`config.mk`:
```
export PLATFORM = sky130hd
export DESIGN_NAME = psram_rcfg_ctrl
export DESIGN_NICKNAME = d
export VERILOG_FILES = /design/src/rtl/rcfg_pkg.sv /design/src/rtl/rcfg_regs.sv /design/src/rtl/rcfg_init_timer.sv /design/src/rtl/rcfg_par_decode.sv /design/src/rtl/rcfg_access.sv /design/src/rtl/psram_rcfg_ctrl.sv
export SDC_FILE = /design/constraint.sdc
export NUM_CORES = 1
export LEC_CHECK = 0
export ABC_AREA = 1
export BUFFER_PORTS_ARGS = -buffer_cell sky130_fd_sc_hd__buf_4
export CAP_MARGIN = 20
export CORE_ASPECT_RATIO = 1.2
export CORE_MARGIN = 3
export CORE_UTILIZATION = 30
export DETAILED_ROUTE_END_ITERATION = 6
export GPL_ROUTABILITY_DRIVEN = 0
export PLACE_DENSITY_LB_ADDON = 0.3
export SETUP_SLACK_MARGIN = 0.5
export SYNTH_ARGS = -nofsm -noshare
export SYNTH_HDL_FRONTEND = slang
export SYNTH_SLANG_ARGS = --single-unit
```
`constraint.sdc`:
```
create_clock -name clk -period 1.9 [get_ports clk]
set_input_delay 0 -clock clk [delete_from_list [all_inputs] [get_ports clk]]
set_output_delay 0 -clock clk [all_outputs]
set_load 0.05 [all_outputs]
```
`src/rtl/rcfg_pkg.sv`:
```
package rcfg_pkg;
  localparam logic [7:0] RCR_RESET   = 8'h10;
  localparam logic [7:0] CFG_WR_MASK = 8'hF7;
  localparam logic [7:0] SW_WR_MASK  = 8'hE7;
  localparam logic [7:0] DPD_MASK    = 8'h10;

  typedef struct packed {
    logic       page;
    logic [1:0] tcr;
    logic       dpd_n;
    logic       rsvd;
    logic [2:0] par;
  } rcr_t;
endpackage

```
`src/rtl/rcfg_regs.sv`:
```
module rcfg_regs
  import rcfg_pkg::*;
(
  input  logic       clk,
  input  logic       rst_n,
  input  logic       cfg_we,
  input  logic [7:0] cfg_wdata,
  input  logic       sw_we,
  input  logic [7:0] sw_wdata,
  output rcr_t       rcr_q,
  output logic       wake
);
  rcr_t rcr_d;
  logic load_en;

  always_comb begin
    load_en = cfg_we | sw_we;
    rcr_d   = rcr_q;
    if (cfg_we) begin
      rcr_d = rcr_t'(cfg_wdata & CFG_WR_MASK);
    end else if (sw_we) begin
      // software path never moves the power-down control
      rcr_d = rcr_t'((sw_wdata & SW_WR_MASK) | (rcr_q & DPD_MASK));
    end
    wake = cfg_we & ~rcr_q.dpd_n & cfg_wdata[4];
  end

  always_ff @(posedge clk or negedge rst_n) begin
    if (!rst_n) begin
      rcr_q <= rcr_t'(RCR_RESET);
    end else if (load_en) begin
      rcr_q <= rcr_d;
    end
  end
endmodule

```
`src/rtl/rcfg_init_timer.sv`:
```
module rcfg_init_timer #(
  parameter int INIT_CYCLES = 15000
) (
  input  logic clk,
  input  logic rst_n,
  input  logic start,
  output logic busy
);
  localparam int CW = $clog2(INIT_CYCLES + 1);

  logic [CW-1:0] cnt_q, cnt_d;
  logic          cnt_en;

  always_comb begin
    busy   = (cnt_q != '0);
    cnt_en = start | busy;
    if (start) cnt_d = CW'(INIT_CYCLES);
    else       cnt_d = cnt_q - 1'b1;
  end

  always_ff @(posedge clk or negedge rst_n) begin
    if (!rst_n)      cnt_q <= '0;
    else if (cnt_en) cnt_q <= cnt_d;
  end
endmodule

```
`src/rtl/rcfg_par_decode.sv`:
```
module rcfg_par_decode #(
  parameter int ADDR_W = 22
) (
  input  logic [2:0]        par,
  input  logic              dpd_n,
  input  logic [ADDR_W-1:0] addr,
  output logic              keep
);
  logic [ADDR_W-1:0] mask;
  logic [ADDR_W-1:0] sel;
  logic              low_ok, high_ok;

  always_comb begin
    mask = '0;
    for (int i = 0; i < 3; i++) begin
      if (i < int'(par[1:0])) mask[ADDR_W-1-i] = 1'b1;
    end
    sel     = addr & mask;
    low_ok  = (sel == '0);
    high_ok = (sel == mask);
    if (!dpd_n)                keep = 1'b0;
    else if (par == 3'b100)    keep = 1'b0;
    else if (par[1:0] == 2'd0) keep = 1'b1;
    else if (par[2])           keep = high_ok;
    else                       keep = low_ok;
  end
endmodule

```
`src/rtl/rcfg_access.sv`:
```
module rcfg_access (
  input  logic clk,
  input  logic rst_n,
  input  logic acc_valid,
  input  logic keep,
  output logic rsp_valid,
  output logic data_invalid
);
  logic inv_d;

  always_comb inv_d = ~keep;

  always_ff @(posedge clk or negedge rst_n) begin
    if (!rst_n) begin
      rsp_valid    <= 1'b0;
      data_invalid <= 1'b0;
    end else begin
      rsp_valid <= acc_valid;
      if (acc_valid) data_invalid <= inv_d;
    end
  end
endmodule

```
`src/rtl/psram_rcfg_ctrl.sv`:
```
module psram_rcfg_ctrl
  import rcfg_pkg::*;
#(
  parameter int ADDR_W      = 22,
  parameter int INIT_CYCLES = 15000,
  parameter int REFI_BASE   = 64,
  localparam int REFI_W     = $clog2(REFI_BASE) + 4
) (
  input  logic              clk,
  input  logic              rst_n,
  input  logic              cfg_we,
  input  logic [7:0]        cfg_wdata,
  input  logic              sw_we,
  input  logic [7:0]        sw_wdata,
  input  logic              acc_valid,
  input  logic [ADDR_W-1:0] acc_addr,
  output logic [7:0]        cfg_q,
  output logic              refresh_en,
  output logic              ready,
  output logic [REFI_W-1:0] refi_cycles,
  output logic              page_en,
  output logic              retained,
  output logic              rsp_valid,
  output logic              data_invalid
);
  rcr_t rcr;
  logic wake;
  logic busy;

  rcfg_regs u_regs (
    .clk(clk), .rst_n(rst_n),
    .cfg_we(cfg_we), .cfg_wdata(cfg_wdata),
    .sw_we(sw_we), .sw_wdata(sw_wdata),
    .rcr_q(rcr), .wake(wake)
  );

  rcfg_init_timer #(.INIT_CYCLES(INIT_CYCLES)) u_timer (
    .clk(clk), .rst_n(rst_n), .start(wake), .busy(busy)
  );

  rcfg_par_decode #(.ADDR_W(ADDR_W)) u_dec (
    .par(rcr.par), .dpd_n(rcr.dpd_n), .addr(acc_addr), .keep(retained)
  );

  rcfg_access u_acc (
    .clk(clk), .rst_n(rst_n), .acc_valid(acc_valid), .keep(retained),
    .rsp_valid(rsp_valid), .data_invalid(data_invalid)
  );

  always_comb begin
    cfg_q       = rcr;
    refresh_en  = rcr.dpd_n;
    ready       = rcr.dpd_n & ~busy;
    page_en     = rcr.page;
    refi_cycles = REFI_W'(REFI_BASE) << rcr.tcr;
  end
endmodule

```
Word-level counts from Yosys, hierarchy flattened

Index checks and enable logic that the tools add are counted.

Bitwise logic cells: 10
$lt $le $gt $ge: 3
Mux-type cells: 10
Shift-type cells: 1
Equal/unequal tests: 2
Reduce and logical (&&, ||, !) cells: 5
Add/sub/neg operators: 1

Operators with widths:

| cell                                                                 | number |
|---|---|
| 22-bit AND                                                           | 1 |
| 22-bit == test                                                       | 1 |
| 22-bit zero test                                                     | 1 |
| 8-bit 2-to-1 mux                                                     | 2 |
| 14-bit 2-to-1 mux                                                    | 1 |
| 14-bit nonzero test                                                  | 1 |
| 14-bit by 1-bit subtractor with 14-bit output, second input constant | 1 |
| 7-bit by 2-bit << shifter with 10-bit output, first input constant   | 1 |
| 8-bit by 5-bit bitwise OR with 8-bit output                          | 1 |
| 1-bit 2-to-1 mux                                                     | 7 |
| 1-bit by 2-bit < comparator with 1-bit output, first input constant  | 2 |
| 1-bit AND                                                            | 3 |
| 3-bit == test, second input constant                                 | 1 |
| 1-bit NOT                                                            | 3 |
| 2-bit zero test                                                      | 1 |
| 2-bit < comparator, first input constant                             | 1 |
| 1-bit bitwise OR                                                     | 2 |
| 2-bit AND reduction                                                  | 1 |
| 2-bit nonzero test                                                   | 1 |

Word-level logic and storage cells: 40
Bits in registers: 24
Bits of input ports: 43
Output and inout port bits: 24

Depth between registers and ports, before layout

Word-level depth: 9
Depth in mapped cells: 9
Gate-level depth less buffers: 9

Modules after synthesis

A second synthesis with hierarchy kept.

Cells, all modules: 200
Area, all modules: 1438.9 sq um

Modules (own cells, without submodules):

| module          | instances | area an instance (sq um) | seq. area each (sq um) | cells an instance |
|---|---|---|---|---|
| rcfg_init_timer | 1         | 842.1                    | 350.3                  | 119 |
| rcfg_regs       | 1         | 364.1                    | 176.4                  | 40 |
| psram_rcfg_ctrl | 1         | 97.6                     | 0.0                    | 18 |
| rcfg_access     | 1         | 68.8                     | 50.0                   | 7 |
| rcfg_par_decode | 1         | 66.3                     | 0.0                    | 16 |

Worst setup path before layout

No wires, ideal clock.

Path kind: register to output
Start: reg u_timer.cnt_q[0]
End: out ready
Path buffers: 0
Arrival: 1786 ps
Path slack: 114 ps
Required time: 1900 ps
Stages on the path, launching flop included: 7
Cell sequence: dfrtp_1 -> inv_1 -> ha_1 -> nand2_2 -> nor2_4 -> nand2_4 -> nor2_1

Cells in the longest elaborated chain, start to end: 3

Ends and longest elaborated chain:

| element                | line                  | text |
|---|---|---|
| from (decl)            | rcfg_init_timer.sv:11 | `logic [CW-1:0] cnt_q, cnt_d;` |
| from (signal assigned) | rcfg_init_timer.sv:23 | `else if (cnt_en) cnt_q <= cnt_d;` |
| 14-bit nonzero test    | rcfg_init_timer.sv:15 | `busy = (cnt_q != '0);` |
| 1-bit NOT              | psram_rcfg_ctrl.sv:53 | `ready = rcr.dpd_n & ~busy;` |
| 1-bit AND              | psram_rcfg_ctrl.sv:53 |  |
| to (decl)              | psram_rcfg_ctrl.sv:19 | `output logic ready,` |

No other way between the ends.

Worst setup path in the final report

Same ends and word-level chain as after synthesis.

==> run metrics <==
fraction of layout cells with a size suffix above 1=~36%; synthesized area=~1400 um^2; Die ar.=roughly 5500 um^2; post-synthesis mux area share=0%; number of max-cap violations=0; number of instances in the placed design=286; DRC=0; VDD IR-drop max=about 0.00046 V; initial antenna violation count=0; post-synthesis xor/xnor area fraction=0%; Synth cell types=25; H-tree lvl count=1; DR vias=between 1,000 and 1,500; unrepaired setup endpoints after global routing=yes; worst-path fanout max=3; power density over the cells=873.5 nW/um^2; post-synthesis area per instance=between 7 and 8 um^2; worst-skew pair later-pin latency=between 0.2 and 0.3 ns; initial core utilization=between 30% and 40%; vias in the first global route=between 1,000 and 1,500; #FFs+latches synth=23; Cells after Synth=197; ys async rst share=100.0%; Yosys top cell area share=between 30% and 40%; clock net sink count=23; CTS root buffer=clkbuf_8; total track usage=13.10%; area of the multi-input gates=759.5 um^2; Pre-antenna DRT Iters=4; hold slack=roughly 0.028 ns; row cnt=26; outcome=complete, no violations; HP Class=in -> reg; largest family of logic cells by synthesized area=simple AND/OR/NAND/NOR gates; Simple-Gate Fraction of Synth Area=about 41%; area leader, netlist=dfrtp_1; first-pass GRT wire length=5.664 mm; I/O pin count=67; Pwr Total=~1.9 mW; DR iter-0 viols=15; Layout Utilization=50.20%; I/O Buffers=37; post-DP HPWL=between 2 and 2.5 mm; ys flop type=dfrtp_1; Leakage=between 1 and 1.5 nW; ranking of synthesized cells by area=dfrtp_1 (39%), nand2_1 (15%), nor2_1 (7.8%), nand3_1 (7.2%), inv_1 (7.0%); CTS tree=done; area post-placement=1724 um^2; Die X=~68 um; largest net degree at the start of global routing=24; Synth Warn #=0; minimum clock period=1.413 ns; clock-pin slew on the worst setup and hold paths=0.08 ns; NumNets Final=317; Synth Area in Adders=less than 1%; CP Capture Type=primary output; Layout Cells excl Fill=between 300 and 400; chip height=80.77 um; Layout Cell Area excl Fill=approximately 2200 um^2; Hold Fails Final Rpt=0; Final setup viols=0; CP Data Required Time=between 1.5 and 2 ns; antenna cells=0; Sequential Area=between 500 and 600 um^2; most common cell in the synthesized netlist=nand2_1; Clock Skew=0.004640 ns; Compound-Gate Fraction of Synth Area=~4.4%; DP Worst Slack=around 0.35 ns; Final ANT Viol Nets=0; drt wl/cell=between 10 and 15 um; Fillers=between 400 and 500; WP data arrival=between 1 and 1.5 ns; gr ovfl total=0; category of the most critical setup path=reg -> out; total CTS buffers=3; number of flops mapped to enable cells by yosys=0; TNS Setup=0 ns; worst setup margin=approximately 0.49 ns; Area Overhead vs Synth=56.58%; Post-synth top cells=nand2_1 (56), nor2_1 (29), inv_1 (26); Seq/Total Area, Yosys=about two fifths; Achievable Freq=707.9 MHz; pins over their slew limit=0; ratio of final minimum period to clock period=around three quarters; routed wire length=around 3.4 mm; area of the core=4359 um^2; routed vias/inst=between 4 and 5; Max Root-Sink Buffers=2; crit path launch type=flip-flop
-- what timing repair did --
| action | in CTS | in global routing |
|---|---|---|
| resized for setup | 11 | 17 |
| hold buffers | 16 | 0 |
| endpoints found under the hold margin | 32 | 0 |
| setup endpoints to repair | 14 | 15 |
| setup buffers | 18 | 4 |
| pin swaps | 7 | 6 |
-- sequential cells by signal, summed over array words and instances (netlist names) --
name and count:
u_regs.rcr_q 7, u_acc.rsp_valid 1, u_acc.data_invalid 1, u_timer.cnt_q 14
-- kinds of logic (layout without fill, tap and decap cells) --
family,count (synthesis),count (layout)
other,1,7
AO/OA/AOI/OAI,11,11
adder cells (fa/ha/maj),1,1
buffers and inverters,37,106
flip-flops,23,23
AND/OR/NAND/NOR,124,124
-- cell type report --
| cell class | count | share of cell area, % |
|---|---|---|
| Clock buffer | 4 | 2.058 |
| Inverter | 27 | 4.631 |
| Multi-Input combinational cell | 143 | 34.71 |
| Sequential cell | 23 | 26.59 |
| Tap cell | 56 | 3.202 |
| Timing Repair Buffer | 75 | 28.82 |
-- cell usage in the layout (no fill, tap or decap), drive strengths merged --
cell type and count:
a21oi 5, buf 59, clkbuf 4, conb 7, dfrtp 22, dfstp 1
dlygate4sd3 16, ha 1, inv 27, nand2 58, nand3 21, nand3b 1
nand4 6, nor2 33, nor3 1, o21ai 5, o21bai 1, or2 4
-- worst max-delay path, cell delays in order (launching register included) --
cell     delay [ns]
dfrtp_2        0.42
inv_2          0.08
ha_4           0.15
nand2_4        0.06
nor2_4         0.11
nand2_4        0.09
nor2_4         0.10
buf_8          0.15
-- report_power, final --
| group | internal [mW] | switching, mW |
|---|---|---|
| clock network | 0.150 | 0.160 |
| registers | 0.591 | 0.112 |
| logic | 0.402 | 0.496 |
| total | 1.14 | 0.769 |
-- path summary, 6_finish.rpt --
path / slack (ns) / end / cells after the start / from
worst min-delay path: 0.03 / u_regs.rcr_q[4]$_DFFE_PN1P_ / 3 / cfg_we
min in group asynchronous: 0.16 / u_regs.rcr_q[7]$_DFFE_PN0N_ / 2 / rst_n
max in group asynchronous: 1.45 / u_regs.rcr_q[4]$_DFFE_PN1P_ / 2 / rst_n
worst max register to register: 0.50 / u_timer.cnt_q[3]$_DFFE_PN0P_ / 10 / u_timer.cnt_q[0]$_DFFE_PN0P_
worst min register to register: 0.49 / u_timer.cnt_q[12]$_DFFE_PN0P_ / 2 / u_timer.cnt_q[12]$_DFFE_PN0P_
worst max-delay path: 0.49 / ready / 7 / u_timer.cnt_q[0]$_DFFE_PN0P_
-- per-layer routing --
metal | up-vias | global-route usage [%] | part of all wire (%)
met5 | - | 0 | 0
met4 | 0 | 5.567 | 1.9
met3 | 6 | 1.936 | 3.9
met2 | 31 | 22.08 | 52
met1 | 649 | 16.39 | 42
li1 | 747 | - | -
No activity file was read; power rests on OpenSTA's default activity.
